`src/rtl/tdc_stamp_pkg.sv`:
```
package tdc_stamp_pkg;
  // Number of clock periods the coarse sample is moved back by.
  typedef enum logic [1:0] {
    CORR_NONE = 2'd0,
    CORR_ONE  = 2'd1,
    CORR_TWO  = 2'd2
  } corr_e;
endpackage

```
`src/rtl/tdc_coarse_ctr.sv`:
```
module tdc_coarse_ctr #(
  parameter int unsigned COARSE_W = 12
) (
  input  logic                clk,
  input  logic                rst_n,
  output logic [COARSE_W-1:0] count_o
);
  always_ff @(posedge clk) begin
    if (!rst_n) count_o <= '0;
    else        count_o <= count_o + 1'b1;
  end

  AST_CTR_STEP: assert property (@(posedge clk) disable iff (!rst_n)
    $past(rst_n) |-> count_o == $past(count_o) + 1'b1);
endmodule

```
`src/rtl/tdc_tap_latch.sv`:
```
module tdc_tap_latch #(
  parameter int unsigned NTAPS    = 10,
  parameter int unsigned COARSE_W = 12
) (
  input  logic                clk,
  input  logic                rst_n,
  input  logic                strobe_i,
  input  logic [NTAPS-1:0]    taps_i,
  input  logic [COARSE_W-1:0] count_i,
  input  logic                busy_i,
  output logic                held_o,
  output logic [NTAPS-1:0]    taps_o,
  output logic [COARSE_W-1:0] coarse_o
);
  logic strobe_d;
  logic strobe_rise;
  logic capture;

  assign strobe_rise = strobe_i & ~strobe_d;
  assign capture     = strobe_rise & ~busy_i;

  always_ff @(posedge clk) begin
    if (!rst_n) begin
      strobe_d <= 1'b0;
      held_o   <= 1'b0;
      taps_o   <= '0;
      coarse_o <= '0;
    end else begin
      strobe_d <= strobe_i;
      held_o   <= capture;
      if (capture) begin
        taps_o   <= taps_i;
        coarse_o <= count_i;
      end
    end
  end

  AST_ONE_SHOT: assert property (@(posedge clk) disable iff (!rst_n)
    capture |=> !capture);
  AST_LATCH_HOLD: assert property (@(posedge clk) disable iff (!rst_n)
    !capture |=> $stable(taps_o) && $stable(coarse_o));
endmodule

```
`src/rtl/tdc_therm_decode.sv`:
```
module tdc_therm_decode
  import tdc_stamp_pkg::*;
#(
  parameter int unsigned NTAPS    = 10,
  parameter int unsigned COARSE_W = 12,
  parameter int unsigned FINE_W   = 3,
  localparam int unsigned LAG_W   = $clog2(NTAPS + 1),
  localparam int unsigned TPC     = 1 << FINE_W
) (
  input  logic                clk,
  input  logic                rst_n,
  input  logic                held_i,
  input  logic [NTAPS-1:0]    taps_i,
  input  logic [COARSE_W-1:0] coarse_i,
  output logic                dec_vld_o,
  output logic [LAG_W-1:0]    lag_o,
  output corr_e               corr_o,
  output logic [COARSE_W-1:0] coarse_o
);
  // Position of the first tap that the edge has not reached.
  function automatic logic [LAG_W-1:0] first_gap(input logic [NTAPS-1:0] t);
    logic [LAG_W-1:0] pos;
    logic             seen;
    pos  = LAG_W'(NTAPS);
    seen = 1'b0;
    for (int unsigned i = 0; i < NTAPS; i++) begin
      if (!seen && !t[i]) begin
        pos  = LAG_W'(i);
        seen = 1'b1;
      end
    end
    return pos;
  endfunction

  // How many whole periods lie between arrival and the capture edge.
  function automatic corr_e wrap_class(input logic [LAG_W-1:0] lag);
    if (lag == '0)                    return CORR_NONE;
    else if (lag <= LAG_W'(TPC))      return CORR_ONE;
    else                              return CORR_TWO;
  endfunction

  logic [LAG_W-1:0] lag_now;
  assign lag_now = first_gap(taps_i);

  always_ff @(posedge clk) begin
    if (!rst_n) begin
      dec_vld_o <= 1'b0;
      lag_o     <= '0;
      corr_o    <= CORR_NONE;
      coarse_o  <= '0;
    end else begin
      dec_vld_o <= held_i;
      if (held_i) begin
        lag_o    <= lag_now;
        corr_o   <= wrap_class(lag_now);
        coarse_o <= coarse_i;
      end
    end
  end

  AST_LAG_RANGE: assert property (@(posedge clk) disable iff (!rst_n)
    dec_vld_o |-> lag_o <= LAG_W'(NTAPS));
  AST_ZERO_LAG_NO_CORR: assert property (@(posedge clk) disable iff (!rst_n)
    dec_vld_o && corr_o == CORR_NONE |-> lag_o == '0);
endmodule

```
`src/rtl/tdc_event_stamp.sv`:
```
module tdc_event_stamp
  import tdc_stamp_pkg::*;
#(
  parameter int unsigned NTAPS    = 10,
  parameter int unsigned COARSE_W = 12,
  parameter int unsigned FINE_W   = 3,
  localparam int unsigned LAG_W   = $clog2(NTAPS + 1),
  localparam int unsigned SW      = COARSE_W + FINE_W
) (
  input  logic             clk,
  input  logic             rst_n,
  input  logic             strobe_i,
  input  logic [NTAPS-1:0] taps_i,
  output logic [SW-1:0]    stamp_o,
  output logic             stamp_vld_o
);
  // Coarse moved back by the correction, fine field is minus lag mod one period.
  function automatic logic [SW-1:0] merge(input logic [COARSE_W-1:0] c,
                                          input corr_e corr,
                                          input logic [LAG_W-1:0] lag);
    logic [COARSE_W-1:0] c_adj;
    logic [FINE_W-1:0]   f;
    unique case (corr)
      CORR_ONE: c_adj = c - COARSE_W'(1);
      CORR_TWO: c_adj = c - COARSE_W'(2);
      default:  c_adj = c;
    endcase
    f = FINE_W'(0) - FINE_W'(lag);
    return {c_adj, f};
  endfunction

  logic [COARSE_W-1:0] count;
  logic                held;
  logic [NTAPS-1:0]    taps_q;
  logic [COARSE_W-1:0] coarse_q;
  logic                dec_vld;
  logic [LAG_W-1:0]    lag;
  corr_e               corr;
  logic [COARSE_W-1:0] coarse_d;
  logic                busy;

  assign busy = held | dec_vld;

  tdc_coarse_ctr #(.COARSE_W(COARSE_W)) u_ctr (
    .clk     (clk),
    .rst_n   (rst_n),
    .count_o (count)
  );

  tdc_tap_latch #(.NTAPS(NTAPS), .COARSE_W(COARSE_W)) u_latch (
    .clk      (clk),
    .rst_n    (rst_n),
    .strobe_i (strobe_i),
    .taps_i   (taps_i),
    .count_i  (count),
    .busy_i   (busy),
    .held_o   (held),
    .taps_o   (taps_q),
    .coarse_o (coarse_q)
  );

  tdc_therm_decode #(.NTAPS(NTAPS), .COARSE_W(COARSE_W), .FINE_W(FINE_W)) u_dec (
    .clk       (clk),
    .rst_n     (rst_n),
    .held_i    (held),
    .taps_i    (taps_q),
    .coarse_i  (coarse_q),
    .dec_vld_o (dec_vld),
    .lag_o     (lag),
    .corr_o    (corr),
    .coarse_o  (coarse_d)
  );

  always_ff @(posedge clk) begin
    if (!rst_n) begin
      stamp_o     <= '0;
      stamp_vld_o <= 1'b0;
    end else begin
      stamp_vld_o <= dec_vld;
      if (dec_vld) stamp_o <= merge(coarse_d, corr, lag);
    end
  end

  AST_VALID_PULSE: assert property (@(posedge clk) disable iff (!rst_n)
    stamp_vld_o |=> !stamp_vld_o);
  AST_STAMP_HOLD: assert property (@(posedge clk) disable iff (!rst_n)
    !stamp_vld_o |-> $stable(stamp_o));
  AST_NO_VALID_WHILE_HELD: assert property (@(posedge clk) disable iff (!rst_n)
    held |-> !stamp_vld_o);
endmodule

```
`config.mk`:
```
export PLATFORM = sky130hd
export DESIGN_NAME = tdc_event_stamp
export DESIGN_NICKNAME = d
export VERILOG_FILES = /design/src/rtl/tdc_stamp_pkg.sv /design/src/rtl/tdc_coarse_ctr.sv /design/src/rtl/tdc_tap_latch.sv /design/src/rtl/tdc_therm_decode.sv /design/src/rtl/tdc_event_stamp.sv
export SDC_FILE = /design/constraint.sdc
export NUM_CORES = 1
export LEC_CHECK = 0
export ABC_AREA = 1
export CORE_ASPECT_RATIO = 1.5
export CORE_MARGIN = 2
export CORE_UTILIZATION = 50
export CTS_CLUSTER_DIAMETER = 50
export DETAILED_ROUTE_END_ITERATION = 10
export PLACE_DENSITY = 0.79
export SYNTH_ARGS = -nofsm -noshare
export SYNTH_HDL_FRONTEND = slang
export SYNTH_SLANG_ARGS = --single-unit
```
`constraint.sdc`:
```
create_clock -name clk -period 1.68 [get_ports clk]
set_input_delay 0.504 -clock clk [delete_from_list [all_inputs] [get_ports clk]]
set_output_delay 0.504 -clock clk [all_outputs]
set_load 0.02 [all_outputs]
```
# Word level (Yosys, flattened, before mapping)
# Cells that the tools add are included.
[op_classes] addsub=4 mul=0 div_mod_pow=0 order_cmp=1 n_eq_ne=2 n_shift=0 muxes=22 bitwise=5 n_reduce_logical=27
[op_table] cell="$mux 4" count=10
[op_table] cell="$pmux 12 s2" count=1
[op_table] cell="$logic_not 1->1" count=17
[op_table] cell="$add 12x1->12 const B" count=1
[op_table] cell="$sub 12x1->12 const B" count=1
[op_table] cell="$sub 12x2->12 const B" count=1
[op_table] cell="$logic_and 1x1->1" count=9
[op_table] cell="$mux 1" count=9
[op_table] cell="$le 4x4->1 const B" count=1
[op_table] cell="$logic_not 4->1" count=1
[op_table] cell="$mux 2" count=2
[op_table] cell="$sub 1x3->3 const A" count=1
[op_table] cell="$and 1x1->1" count=2
[op_table] cell="$eq 2x1->1 const B" count=1
[op_table] cell="$eq 2x2->1 const B" count=1
[op_table] cell="$not 1->1" count=2
[op_table] cell="$or 1x1->1" count=1
[totals] ff_bits=70 latch_bits=0 ramBits=0 rom_bits=0 mem_count=0

# Depth between registers and ports, before layout
[depth] word_depth=30 depth_mapped=11 ltp_nobuf=11

# By module
# A second synthesis with hierarchy kept.
[unflattened] hier_cells=502 area_unflattened_um2=3427.0
[by_module_without_submodules] module="tdc_event_stamp" n_inst=1 cells_per_inst=176 area_per_inst_um2=1126.1 seq_area_each_um2=320.3
[by_module_without_submodules] module="tdc_tap_latch" n_inst=1 cells_per_inst=147 area_per_inst_um2=978.4 seq_area_each_um2=480.5
[by_module_without_submodules] module="tdc_therm_decode" n_inst=1 cells_per_inst=107 area_per_inst_um2=799.5 seq_area_each_um2=380.4
[by_module_without_submodules] module="tdc_coarse_ctr" n_inst=1 cells_per_inst=72 area_per_inst_um2=523.0 seq_area_each_um2=240.2

# Least setup slack after synthesis
# Ideal clock, no wire load.
[synth_timing] path_kind="reg-to-reg" start="register u_dec.corr_o[0]" end="register stamp_o[3]" setup_time_ns=0.117 arrival_time_ns=1.387 t_required_ns=1.563 setup_slack_ns=0.176 path_stages_with_launch=9 n_path_buf=2 path_cell_list="dfxtp_1 > inv_1 > ha_1 > buf_2 > inv_1 > buf_2 > a21oi_1 > o221ai_1 > inv_1"
[synth_via] elab_chain_len=2
[synth_rtl] item="start, declared" line_no="tdc_therm_decode.sv:17" source="output corr_e corr_o,"
[synth_rtl] item="start signal, assigned" line_no="tdc_therm_decode.sv:55" source="corr_o <= wrap_class(lag_now);"
[synth_rtl] item="$eq 2x2->1 or $eq 2x1->1 (tied branches)" line_no="tdc_event_stamp.sv:23" source="unique case (corr)"
[synth_rtl] item="$pmux 12 s2 *" line_no="tdc_event_stamp.sv:23"
[synth_rtl] item="end signal, assigned" line_no="tdc_event_stamp.sv:80" source="if (dec_vld) stamp_o <= merge(coarse_d, corr, lag);"
[synth_rtl] item="end, declared" line_no="tdc_event_stamp.sv:14" source="output logic [SW-1:0] stamp_o,"
# Mark *: on every way between the ends. The rest lies on a longest branch, timed or not.
# A chain may end at the register's enable or synchronous reset.

# Final worst setup path
[layout_timing] start="register u_dec.coarse_o[1]" end="register stamp_o[6]"
[layout_via] elab_chain_len=2
[layout_rtl] item="start, declared" line_no="tdc_therm_decode.sv:18" source="output logic [COARSE_W-1:0] coarse_o"
[layout_rtl] item="start signal, assigned" line_no="tdc_therm_decode.sv:56" source="coarse_o <= coarse_i;"
[layout_rtl] item="$sub 12x2->12 or $sub 12x1->12 (tied branches)" line_no="tdc_event_stamp.sv:25, tdc_event_stamp.sv:24"
[layout_rtl] item="$pmux 12 s2 *" line_no="tdc_event_stamp.sv:23"
# Marks and branches as above.

==> impl_metrics.py <==
metrics = {
    "grt": {
        "grt_pass1_vias": 2712,
        "grt-ovfl-total": 0,
        "grt_antenna_before_repair": 0,
        "grt_pass1_wl_mm": 11.65,
        "grt_resource_usage_total": 0.2205,
        "grt_max_degree": 51,
    },
    "worst_hold_path": {
        "hp-class": "flop to flop",
    },
    "logic_synthesis": {
        "area_share_of_and_or_nand_nor_cells_after_synthesis": 0.2065,
        "synth_top_family_by_area": "compound AO/OA/AOI/OAI gates",
        "synth.most_common_cell": "sky130_fd_sc_hd__dfxtp_1",
        "synthesized_area_fraction_occupied_by_ao_oa_aoi_and_oai_cells": 0.2177,
        "synthesis.area_per_instance_um2": 7.353,
        "ys.warnings.count": 0,
        "ys_seq_elements": 70,
        "post_synth_mux_area_share": 0,
        "number_of_enable_type_register_cells_in_the_synthesized_netlist": 0,
        "synth.yosys.seq_area_share": 0.4516,
        "yosys.cell_types.count": 31,
        "proportion_of_synthesized_flip_flops_having_asynchronous_set_or_reset": 0,
        "netlist.top_cell.by_area": "sky130_fd_sc_hd__dfxtp_1",
        "fraction_of_post_synthesis_cell_area_in_the_top_cell_type_by_area": 0.4516,
        "dominantRegCellSynth": "sky130_fd_sc_hd__dfxtp_1",
        "synth_area_um2": 3103,
        "number_of_instances_in_the_synthesized_netlist": 422,
        "synth-adder-area-share": 0.02823,
        "synth_top_cells_by_area": "sky130_fd_sc_hd__dfxtp_1, sky130_fd_sc_hd__a21oi_1, sky130_fd_sc_hd__o21ai_0",
        "yosys.area_share.xor_xnor": 0.002823,
        "synthesis.nets": 442,
        "synthTopCellsByCount": "sky130_fd_sc_hd__dfxtp_1, sky130_fd_sc_hd__a21oi_1, sky130_fd_sc_hd__o21ai_0",
    },
    "die": {
        "dieHeight_um": 100.5,
        "coreArea_um2": 6087,
        "row_count": 35,
        "floorplan.die_area_um2": 6865,
        "start_util": 0.5098,
        "ioPinCount": 29,
        "die_x_um": 68.32,
    },
    "drt": {
        "avgRoutedWirePerCell_um": 13.02,
        "drt-total-wl_mm": 6.912,
        "via_count": 2879,
        "m1WireLength_mm": 2.919,
        "via_per_inst": 5.422,
        "postRouteAntennaNets": 0,
        "drc_errors": 0,
        "number_of_violations_reported_at_the_end_of_detailed_routing_iteration_0": 220,
        "wl_met2_mm": 3.539,
        "detailroute.wirelength.met3_um": 285,
        "detail_route.first_pass.iterations": 4,
        "maxUsedRoutingLayer": "met4",
    },
    "timing": {
        "timing.final.setup_violations": 0,
        "maxSlewViolCount": 0,
        "max_clock_freq_mhz": 633.4,
        "transition_time_at_the_pin_with_the_least_slew_margin_ps": 332.4,
        "finalWorstSetupSlack_ps": 101.1,
        "final_min_period_over_clock_period": 0.9398,
        "finClkSkew_ps": 7.521,
        "period_needed_ps": 1579,
        "final.setup.tns_ps": 0,
        "worst_rel_slew_slack": 0.7755,
        "rsz0062_at_grt": "false",
        "report.final.hold_viol_count": 0,
        "worst_hold_slack_ps": 445.7,
    },
    "layout": {
        "nets": 475,
        "num_antenna_cells": 0,
        "multiInputGateArea_um2": 1439,
        "layout-drive-gt1-share": 0.09847,
        "fin_area_um2": 3717,
        "stdcell_count": 531,
        "n_fill_cell": 552,
        "area_delta_synth_final_pct": 19.80,
        "register_area_um2": 1404,
    },
    "status": {
        "status": "complete, no violations",
    },
    "worst_setup_path": {
        "crit_path_frequent_cell": "sky130_fd_sc_hd__nand2_1",
        "critPathCaptureType": "flop",
        "timing.critical_path.cells": "inv_2 > ha_1 > nand2_1 > inv_1 > nand2_1 > o211ai_1 > a221oi_1 > nor2_1",
        "worstPathMaxFanout": 5,
        "criticalPathCategory": "flop to flop",
        "critical_path.slowest_cell": "sky130_fd_sc_hd__dfxtp_1",
        "cpPeakStageDelay_ps": 400,
        "crit_path_arrival_time_ps": 1790,
        "critPathRequiredTime_ps": 1890,
        "startpoint_type": "flop",
    },
    "place": {
        "preCtsSetupSlack_ps": -112.3,
        "port-buffer-count": 28,
        "final_estimated_routing_congestion_in_global_placement": 0.9357,
        "sum_of_net_half_perimeters_after_detailed_placement_mm": 4.873,
        "postPlaceCellArea_um2": 3525,
        "dp.cells": 517,
    },
    "clock_network": {
        "cts.reportedPaths.clkPinSlew_ps": 70,
        "clock_insertion_delay_worst_skew_ps": 330,
        "tritoncts.num_buffers": 9,
        "cts-root-buf": "sky130_fd_sc_hd__clkbuf_8",
        "cts_num_sinks": 70,
        "cts-htree-levels": 3,
        "cts_buffer_depth": 2,
        "tritoncts_clock_tree": "done",
    },
    "pwr": {
        "vdd_ir_drop_max_v": 0.0004740,
        "p_leak_nw": 1.566,
        "powerDensity_nw_per_um2": 943.1,
    },
    "flow_run": {
        "drv_cap": 0,
    },
}
-- worst paths after layout --
kind | from | to | slack (ps) | depth (start not counted)
max | u_dec.coarse_o[1] | stamp_o[6] | 100 | 8
min | u_ctr.count_o[0] | u_ctr.count_o[0] | 450 | 1
max reg2reg | u_dec.coarse_o[1] | stamp_o[6] | 100 | 8
min reg2reg | u_ctr.count_o[0] | u_ctr.count_o[0] | 450 | 1
-- metrics by stage --
step,total power [mW],utilization
global route,3.671,0.6107
finish,3.506,0.6107
floorplan,2.115,-
CTS,3.512,0.6047
detailed placement,2.266,0.5790
global placement,2.251,0.5790
-- cell families after synthesis --
logic type                 Yosys count
DFF                                 70
AOI/OAI and AO/OA                  128
adders and majority gates            7
xor gates and xnor gates             1
buffers and inverters               75
and+or+nand+nor                    141
-- what timing repair did --
item | in CTS | in global routing
hold endpoints to repair | 0 | 0
endpoints found under the setup margin | 16 | 9
setup buffers | 0 | 1
pin swaps | 0 | 1
gates resized for setup | 16 | 11
hold buffers | 0 | 0
-- flip-flops by register name, indices dropped and copies added, names as in the netlist --
register / count
stamp_o: 15
u_latch.coarse_o: 12
u_latch.strobe_d: 1
u_ctr.count_o: 12
u_dec.dec_vld_o: 1
u_latch.held_o: 1
u_dec.lag_o: 3
u_dec.corr_o: 2
stamp_vld_o: 1
u_latch.taps_o: 10
u_dec.coarse_o: 12
-- final cells by class --
cell class | count | share of cell area
multi-input combinational | 277 | 0.3871
sequential | 70 | 0.3777
timing repair buffer | 41 | 0.1064
inverter | 56 | 0.05655
clock buffer | 11 | 0.03803
tap | 74 | 0.02491
clock inverter | 2 | 0.009424
-- cells in the final DEF, fill, tap and decap left out, types with 12 or more instances in the layout --
cell type / count
sky130_fd_sc_hd__a21oi_1: 57
sky130_fd_sc_hd__clkdlybuf4s50_1: 12
sky130_fd_sc_hd__dfxtp_1: 68
sky130_fd_sc_hd__dlygate4sd2_1: 16
sky130_fd_sc_hd__inv_1: 52
sky130_fd_sc_hd__nand2_1: 53
sky130_fd_sc_hd__nand3_1: 31
sky130_fd_sc_hd__nor2_1: 34
sky130_fd_sc_hd__o21ai_0: 56
-- critical path, delay by kind of cell, from the launching register on --
family	cells	cell delay (ps)
adder cells (fa/ha/maj)	1	200
AND/OR/NAND/NOR	3	270
AO/OA/AOI/OAI	2	420
flip-flops	1	400
buffers and inverters	2	160
-- power breakdown --
| group | internal, mW | switching (mW) |
|---|---|---|
| logic | 0.164 | 0.279 |
| registers | 1.74 | 0.0497 |
| clock network | 0.700 | 0.569 |
| total | 2.61 | 0.897 |
-- per-layer routing --
layer  vias to the layer above  GRT usage
met5                         -          0
met4                         0     0.1062
met3                        16    0.05475
met2                        78     0.3734
met1                      1314     0.2521
li1                       1471          -
Power figures use the tool's default switching activity.
